**config.mk**
```make
export PLATFORM = sky130hd
export DESIGN_NAME = dtmr_top
export DESIGN_NICKNAME = d
export VERILOG_FILES = /design/src/rtl/dtmr_pkg.sv /design/src/rtl/dtmr_regdec.sv /design/src/rtl/dtmr_counter.sv /design/src/rtl/dtmr_irq.sv /design/src/rtl/dtmr_top.sv
export SDC_FILE = /design/constraint.sdc
export NUM_CORES = 1
export LEC_CHECK = 0
export ABC_CLOCK_PERIOD_IN_PS = 2530
export BUFFER_PORTS_ARGS = -buffer_cell sky130_fd_sc_hd__buf_2
export CORE_ASPECT_RATIO = 0.9
export CORE_MARGIN = 1
export CORE_UTILIZATION = 55
export CTS_CLUSTER_SIZE = 10
export DETAILED_ROUTE_END_ITERATION = 6
export PLACE_DENSITY_LB_ADDON = 0.08
export SYNTH_ARGS = -nofsm -noshare
export SYNTH_HDL_FRONTEND = slang
export SYNTH_SLANG_ARGS = --single-unit
```
**constraint.sdc**
```tcl
create_clock -name clk -period 2.53 [get_ports clk]
set_input_delay 0.3795 -clock clk [delete_from_list [all_inputs] [get_ports clk]]
set_output_delay 0.3795 -clock clk [all_outputs]
set_load 0.05 [all_outputs]
```
**src/rtl/dtmr_pkg.sv**
```systemverilog
package dtmr_pkg;

    localparam int BUS_W   = 32;
    localparam int ADDR_W  = 7;
    localparam int NUM_TMR = 2;
    localparam int NUM_SRC = 4;
    localparam int CTRL_W  = 5;

    localparam logic [ADDR_W-1:0] OFS_DIV0   = 7'h00;
    localparam logic [ADDR_W-1:0] OFS_CNT0   = 7'h04;
    localparam logic [ADDR_W-1:0] OFS_CTRL0  = 7'h08;
    localparam logic [ADDR_W-1:0] OFS_DIV1   = 7'h10;
    localparam logic [ADDR_W-1:0] OFS_CNT1   = 7'h14;
    localparam logic [ADDR_W-1:0] OFS_CTRL1  = 7'h18;
    localparam logic [ADDR_W-1:0] OFS_MASK   = 7'h48;
    localparam logic [ADDR_W-1:0] OFS_ACK    = 7'h4C;
    localparam logic [ADDR_W-1:0] OFS_MASKED = 7'h54;

    typedef enum logic [1:0] {
        RUN_HALT   = 2'd0,
        RUN_REPEAT = 2'd1,
        RUN_SINGLE = 2'd2,
        RUN_RSVD   = 2'd3
    } run_mode_e;

    typedef struct packed {
        run_mode_e  mode;
        logic [2:0] src;
    } tctrl_t;

    function automatic logic strobe_of(input logic [2:0] code,
                                       input logic [NUM_SRC-1:0] ticks);
        logic s;
        case (code)
            3'd4:    s = ticks[0];
            3'd5:    s = ticks[1];
            3'd6:    s = ticks[2];
            3'd7:    s = ticks[3];
            default: s = 1'b0;
        endcase
        return s;
    endfunction

    function automatic logic mode_runs(input run_mode_e m);
        return (m == RUN_REPEAT) || (m == RUN_SINGLE);
    endfunction

endpackage

```
**src/rtl/dtmr_regdec.sv**
```systemverilog
module dtmr_regdec
    import dtmr_pkg::*;
#(
    parameter int DW = 32
) (
    input  logic                             bus_wr,
    input  logic [ADDR_W-1:0]                bus_addr,
    output logic [NUM_TMR-1:0]               wr_div,
    output logic [NUM_TMR-1:0]               wr_ctrl,
    output logic                             wr_mask,
    output logic                             wr_ack,
    input  logic [NUM_TMR-1:0][DW-1:0]       div_q,
    input  logic [NUM_TMR-1:0][DW-1:0]       cnt_q,
    input  logic [NUM_TMR-1:0][CTRL_W-1:0]   ctrl_q,
    input  logic [NUM_TMR-1:0]               mask_q,
    input  logic [NUM_TMR-1:0]               masked,
    output logic [BUS_W-1:0]                 bus_rdata
);

    always_comb begin
        wr_div  = '0;
        wr_ctrl = '0;
        wr_mask = 1'b0;
        wr_ack  = 1'b0;
        if (bus_wr) begin
            case (bus_addr)
                OFS_DIV0:  wr_div[0]  = 1'b1;
                OFS_DIV1:  wr_div[1]  = 1'b1;
                OFS_CTRL0: wr_ctrl[0] = 1'b1;
                OFS_CTRL1: wr_ctrl[1] = 1'b1;
                OFS_MASK:  wr_mask    = 1'b1;
                OFS_ACK:   wr_ack     = 1'b1;
                default:   ;
            endcase
        end
    end

    always_comb begin
        bus_rdata = '0;
        case (bus_addr)
            OFS_DIV0:   bus_rdata[DW-1:0]     = div_q[0];
            OFS_CNT0:   bus_rdata[DW-1:0]     = cnt_q[0];
            OFS_CTRL0:  bus_rdata[CTRL_W-1:0] = ctrl_q[0];
            OFS_DIV1:   bus_rdata[DW-1:0]     = div_q[1];
            OFS_CNT1:   bus_rdata[DW-1:0]     = cnt_q[1];
            OFS_CTRL1:  bus_rdata[CTRL_W-1:0] = ctrl_q[1];
            OFS_MASK:   bus_rdata[NUM_TMR-1:0] = mask_q;
            OFS_MASKED: bus_rdata[NUM_TMR-1:0] = masked;
            default:    bus_rdata = '0;
        endcase
    end

endmodule

```
**src/rtl/dtmr_counter.sv**
```systemverilog
module dtmr_counter
    import dtmr_pkg::*;
#(
    parameter int DW = 32
) (
    input  logic                clk,
    input  logic                rst,
    input  logic                wr_div,
    input  logic                wr_ctrl,
    input  logic [DW-1:0]       wdata_div,
    input  logic [CTRL_W-1:0]   wdata_ctrl,
    input  logic [NUM_SRC-1:0]  src_tick,
    output logic [DW-1:0]       div_q,
    output logic [CTRL_W-1:0]   ctrl_q,
    output logic [DW-1:0]       cnt_q,
    output logic                hit
);

    tctrl_t      ctrl_r;
    logic        step;
    logic        any_wr;
    logic [DW-1:0] one_v;

    assign one_v  = {{(DW-1){1'b0}}, 1'b1};
    assign any_wr = wr_div | wr_ctrl;
    assign step   = mode_runs(ctrl_r.mode) && strobe_of(ctrl_r.src, src_tick);
    assign hit    = step && !any_wr && (cnt_q == one_v);
    assign ctrl_q = ctrl_r;

    always_ff @(posedge clk) begin
        if (rst) begin
            div_q  <= '0;
            ctrl_r <= '0;
            cnt_q  <= '0;
        end else begin
            if (wr_div)
                div_q <= wdata_div;
            if (wr_ctrl)
                ctrl_r <= tctrl_t'(wdata_ctrl);
            if (any_wr) begin
                cnt_q <= wr_div ? wdata_div : div_q;
            end else if (step) begin
                if (cnt_q != '0)
                    cnt_q <= cnt_q - one_v;
                else if (ctrl_r.mode == RUN_REPEAT)
                    cnt_q <= div_q;
            end
        end
    end

endmodule

```
**src/rtl/dtmr_irq.sv**
```systemverilog
module dtmr_irq
    import dtmr_pkg::*;
(
    input  logic               clk,
    input  logic               rst,
    input  logic [NUM_TMR-1:0] hit,
    input  logic               wr_mask,
    input  logic               wr_ack,
    input  logic [NUM_TMR-1:0] wbits,
    output logic [NUM_TMR-1:0] mask_q,
    output logic [NUM_TMR-1:0] raw_q,
    output logic [NUM_TMR-1:0] masked,
    output logic               irq
);

    logic [NUM_TMR-1:0] clr;

    assign clr    = wr_ack ? wbits : '0;
    assign masked = raw_q & mask_q;
    assign irq    = |masked;

    always_ff @(posedge clk) begin
        if (rst) begin
            raw_q  <= '0;
            mask_q <= '0;
        end else begin
            raw_q <= (raw_q & ~clr) | hit;
            if (wr_mask)
                mask_q <= wbits;
        end
    end

endmodule

```
**src/rtl/dtmr_top.sv**
```systemverilog
module dtmr_top
    import dtmr_pkg::*;
#(
    parameter int DW = 32
) (
    input  logic                clk,
    input  logic                rst,
    input  logic                bus_wr,
    input  logic [6:0]          bus_addr,
    input  logic [31:0]         bus_wdata,
    output logic [31:0]         bus_rdata,
    input  logic [3:0]          src_tick,
    output logic                irq_out
);

    logic [NUM_TMR-1:0]             wr_div;
    logic [NUM_TMR-1:0]             wr_ctrl;
    logic                           wr_mask;
    logic                           wr_ack;
    logic [NUM_TMR-1:0][DW-1:0]     div_q;
    logic [NUM_TMR-1:0][DW-1:0]     cnt_q;
    logic [NUM_TMR-1:0][CTRL_W-1:0] ctrl_q;
    logic [NUM_TMR-1:0]             hit;
    logic [NUM_TMR-1:0]             mask_q;
    logic [NUM_TMR-1:0]             raw_q;
    logic [NUM_TMR-1:0]             masked;

    dtmr_regdec #(.DW(DW)) u_dec (
        .bus_wr    (bus_wr),
        .bus_addr  (bus_addr),
        .wr_div    (wr_div),
        .wr_ctrl   (wr_ctrl),
        .wr_mask   (wr_mask),
        .wr_ack    (wr_ack),
        .div_q     (div_q),
        .cnt_q     (cnt_q),
        .ctrl_q    (ctrl_q),
        .mask_q    (mask_q),
        .masked    (masked),
        .bus_rdata (bus_rdata)
    );

    for (genvar t = 0; t < NUM_TMR; t++) begin : g_tmr
        dtmr_counter #(.DW(DW)) u_cnt (
            .clk        (clk),
            .rst        (rst),
            .wr_div     (wr_div[t]),
            .wr_ctrl    (wr_ctrl[t]),
            .wdata_div  (bus_wdata[DW-1:0]),
            .wdata_ctrl (bus_wdata[CTRL_W-1:0]),
            .src_tick   (src_tick),
            .div_q      (div_q[t]),
            .ctrl_q     (ctrl_q[t]),
            .cnt_q      (cnt_q[t]),
            .hit        (hit[t])
        );
    end

    dtmr_irq u_irq (
        .clk     (clk),
        .rst     (rst),
        .hit     (hit),
        .wr_mask (wr_mask),
        .wr_ack  (wr_ack),
        .wbits   (bus_wdata[NUM_TMR-1:0]),
        .mask_q  (mask_q),
        .raw_q   (raw_q),
        .masked  (masked),
        .irq     (irq_out)
    );

endmodule

```
==> impl_metrics.env <==
export IMPL_cell_at_the_root_of_the_clock_tree="sky130_fd_sc_hd__clkbuf_16"
export IMPL_cts_hold_repair_buffers=0
export IMPL_layout_stage_area_growth_over_the_synthesis_result_pct=27.2
export IMPL_timing_critical_path_fanout_max=4
export IMPL_hold_path_depth=2
export IMPL_min_delay_start="rst"
export IMPL_max_slew_worst_pin_slew_ns=0.848
export IMPL_reg2reg_setup_slack_ns=0.001
export IMPL_synth_yosys_seq_area_share_pct=32.1
export IMPL_cts_buffer_depth=2
export IMPL_die_height_um=122
export IMPL_grt_pass1_wl_um=56300
export IMPL_drt_initial_drc_count=1716
export IMPL_violations_in_the_final_reports="design-rule violations"
export IMPL_yosys_warnings=0
export IMPL_max_cap_viol_count=0
export IMPL_antenna_violating_nets_post_route=0
export IMPL_fp_dieArea_um2=16600
export IMPL_post_route_cells_drive_above_1_share_pct=23.9
export IMPL_dominantRegCellSynth="sky130_fd_sc_hd__dfxtp_1"
export IMPL_power_total_mw=5.34
export IMPL_cts_num_sinks=142
export IMPL_floorplan_core_area_um2=15600
export IMPL_detail_route_drc_violations=18
export IMPL_timing_final_max_slew_violations=0
export IMPL_path_class="reg2reg"
export IMPL_avgViaCountPerCell=6.78
export IMPL_post_synth_net_total=1270
export IMPL_synthDistinctLibCells=70
export IMPL_synth_top_area_cell="sky130_fd_sc_hd__dfxtp_1"
export IMPL_grt_pass1_vias=9567
export IMPL_std_cell_rows=43
export IMPL_synth_largest_type_area_fraction_pct=32.1
export IMPL_reg2reg_depth=6
export IMPL_number_of_synthesized_flops_with_an_enable_pin=0
export IMPL_final_min_clock_period_ns=2.53
export IMPL_async_reset_ff_share_pct=0
export IMPL_cts_clk_slew_worst_paths_ns=0.06
export IMPL_synthCells=1218
export IMPL_power_density_nw_per_um2=474
export IMPL_outcome="finished, violations left"
export IMPL_layout_commonest_cell="sky130_fd_sc_hd__nand2_1"
export IMPL_r2r_start="g_tmr[1].u_cnt.cnt_q[8]"
export IMPL_worst_path_arrival_time_ns=2.83
export IMPL_vdd_drop_max_v=0.000467
export IMPL_fin_nets=1442
export IMPL_final_core_util_pct=72.2
export IMPL_drt_wirelength_per_cell_um=23.2
export IMPL_pnr_worst_setup_slack_ns=0.00147
export IMPL_numPortBuffers=78
export IMPL_dpl_hpwl_um=28100
export IMPL_hold_end="g_tmr[0].u_cnt.div_q[10]"
export IMPL_critical_path_reg2reg_endpoint="g_tmr[1].u_cnt.cnt_q[8]"
export IMPL_mean_post_synth_cell_area_um2=7.28
export IMPL_layout_worst_path_cycle_share_pct=99.9
export IMPL_largest_net_degree_at_the_start_of_global_routing=75
export IMPL_setup_viol=0
export IMPL_clock_tree_htree_level_count=4
export IMPL_drt_pass1_iter_count=7
export IMPL_worstSetupStartpointType="register"
export IMPL_cts_post_setup_buffers_inserted=0
export IMPL_finalHoldWorstSlack_ns=0.197
export IMPL_cts_tree="built"
export IMPL_peak_clock_frequency_supported_by_timing_mhz=395
export IMPL_effective_utilization_at_floorplan_pct=56.8
export IMPL_leading_cell_types_in_the_layout_fill_and_taps_excluded="sky130_fd_sc_hd__nand2_1 (250), sky130_fd_sc_hd__buf_4 (155), sky130_fd_sc_hd__a21oi_1 (152)"
export IMPL_numCtsBuffers=17
export IMPL_antenna_violations_before_repair=1
export IMPL_yosys_top_cells_area="sky130_fd_sc_hd__dfxtp_1 (32%), sky130_fd_sc_hd__nand2_1 (11%), sky130_fd_sc_hd__a21oi_1 (8.6%)"
export IMPL_routed_via_count=10900
export IMPL_fillCellCount=1310
export IMPL_fin_setup_tns_ns=0
export IMPL_timing_clock_skew_ns=0.0113
export IMPL_hold_viol=0
export IMPL_grt_util_all_layers_pct=45.2
export IMPL_pre_cts_ws_ns=0.0252
export IMPL_wl_um=37300
export IMPL_gp_congestion=1.05
export IMPL_clk_insertion_delay_late_ns=0.43
export IMPL_mapped_cell_area_um2=8860
export IMPL_max_slew_margin_pct=43.4
export IMPL_boundaryPins=79
export IMPL_cellLeakagePower_nw=4.68
export IMPL_die_width_um=136
export IMPL_overflow=0
export IMPL_worst_endpoint_required_ns=2.84
export IMPL_synth_seq_cells=142
export IMPL_timing_critical_path_to_type="register"
export IMPL_hold_path_class="in2reg"
## flip-flops by register name (all words and copies together) (netlist names)
name	cells
u_irq.mask_q	2
u_irq.raw_q	2
g_tmr.u_cnt.cnt_q	64
g_tmr.u_cnt.ctrl_q	10
g_tmr.u_cnt.div_q	64
## worst max path at each step
| stage | start | endpoint | slack [ns] | depth (start not counted) |
|---|---|---|---|---|
| floorplan | bus_addr[4] | bus_rdata[1] | -0.04 | 6 |
| global placement | g_tmr[1].u_cnt.cnt_q[4] | g_tmr[1].u_cnt.cnt_q[22] | 0.004 | 7 |
| detailed placement | g_tmr[0].u_cnt.cnt_q[20] | g_tmr[0].u_cnt.cnt_q[29] | 0.03 | 6 |
| CTS | g_tmr[0].u_cnt.cnt_q[20] | g_tmr[0].u_cnt.cnt_q[29] | 0.02 | 6 |
| global route | g_tmr[1].u_cnt.cnt_q[8] | g_tmr[1].u_cnt.cnt_q[8] | -0.01 | 6 |
| finish | g_tmr[1].u_cnt.cnt_q[8] | g_tmr[1].u_cnt.cnt_q[8] | 0.001 | 6 |
## through the flow
| step | cells | area [µm²] |
|---|---|---|
| 3_5_place_dp | 1573 | 10600 |
| 2_1_floorplan | 1218 | 8930 |
| 3_3_place_gp | 1573 | 10600 |
| 5_1_grt | 1606 | 11300 |
| 4_1_cts | 1605 | 11200 |
| 6_report | 1606 | 11300 |
## timing repair
action / 4_1_cts / 5_1_grt
endpoints found under the setup margin: 3 / 36
pin swaps: 0 / 1
hold endpoints to repair: 0 / 0
gates resized for setup: 2 / 20
cloned: 0 / 0
## cell type report
class | instances | area [µm²] | share of cell area [%]
inverters | 18 | 67.6 | 0.600
clock inverters | 13 | 165 | 1.47
well taps | 202 | 253 | 2.24
diodes | 1 | 2.50 | 0.0222
repair buffers | 241 | 1720 | 15.3
flip-flops and latches | 142 | 2840 | 25.2
clock buffers | 19 | 433 | 3.84
multi-input cells | 970 | 5780 | 51.3
## synth_stat cells (8+ instances only)
library cell,number
sky130_fd_sc_hd__nor4_1,18
sky130_fd_sc_hd__a222oi_1,32
sky130_fd_sc_hd__or3_1,22
sky130_fd_sc_hd__mux2i_1,36
sky130_fd_sc_hd__dfxtp_1,142
sky130_fd_sc_hd__a21oi_1,152
sky130_fd_sc_hd__nand4_1,17
sky130_fd_sc_hd__o21ai_0,34
sky130_fd_sc_hd__o31ai_1,10
sky130_fd_sc_hd__a211oi_1,12
sky130_fd_sc_hd__nor3_1,32
sky130_fd_sc_hd__or4_1,21
sky130_fd_sc_hd__nor2b_1,12
sky130_fd_sc_hd__inv_1,17
sky130_fd_sc_hd__clkbuf_1,81
sky130_fd_sc_hd__nor2_1,81
sky130_fd_sc_hd__mux2_2,8
sky130_fd_sc_hd__o22ai_1,10
sky130_fd_sc_hd__a31oi_1,14
sky130_fd_sc_hd__xor2_1,13
sky130_fd_sc_hd__xnor2_1,14
sky130_fd_sc_hd__a211o_1,10
sky130_fd_sc_hd__nand3_1,29
sky130_fd_sc_hd__nand2_1,267
## critical path: stages, from the launching register on
cell                       delay (ns)
sky130_fd_sc_hd__dfxtp_1         0.32
sky130_fd_sc_hd__or4_1           0.64
sky130_fd_sc_hd__nor2_1          0.27
sky130_fd_sc_hd__nand4_1         0.30
sky130_fd_sc_hd__mux2_4          0.37
sky130_fd_sc_hd__o211a_1         0.21
sky130_fd_sc_hd__o2bb2a_1        0.30
## where the power goes
part	internal (mW)	switching, mW
clock network	1.55	1.03
registers	2.24	0.00575
logic	0.185	0.328
total	3.98	1.36
## routing by layer
metal	global-route usage, %	wire [µm]	up-vias
met5	0	0	-
met4	13.5	1080	0
met3	16.1	5910	99
met2	59.5	14600	891
met1	67.1	15600	5046
li1	-	-	4845
## logic make-up after synthesis
group / synth area share (%)
and+or+nand+nor: 28.2
AOI/OAI and AO/OA: 26.5
DFF: 32.1
buffers and inverters: 4.60
muxes: 5.08
xor gates and xnor gates: 2.67
adders and majority gates: 0.847
No activity file was read; power rests on OpenSTA's default activity.
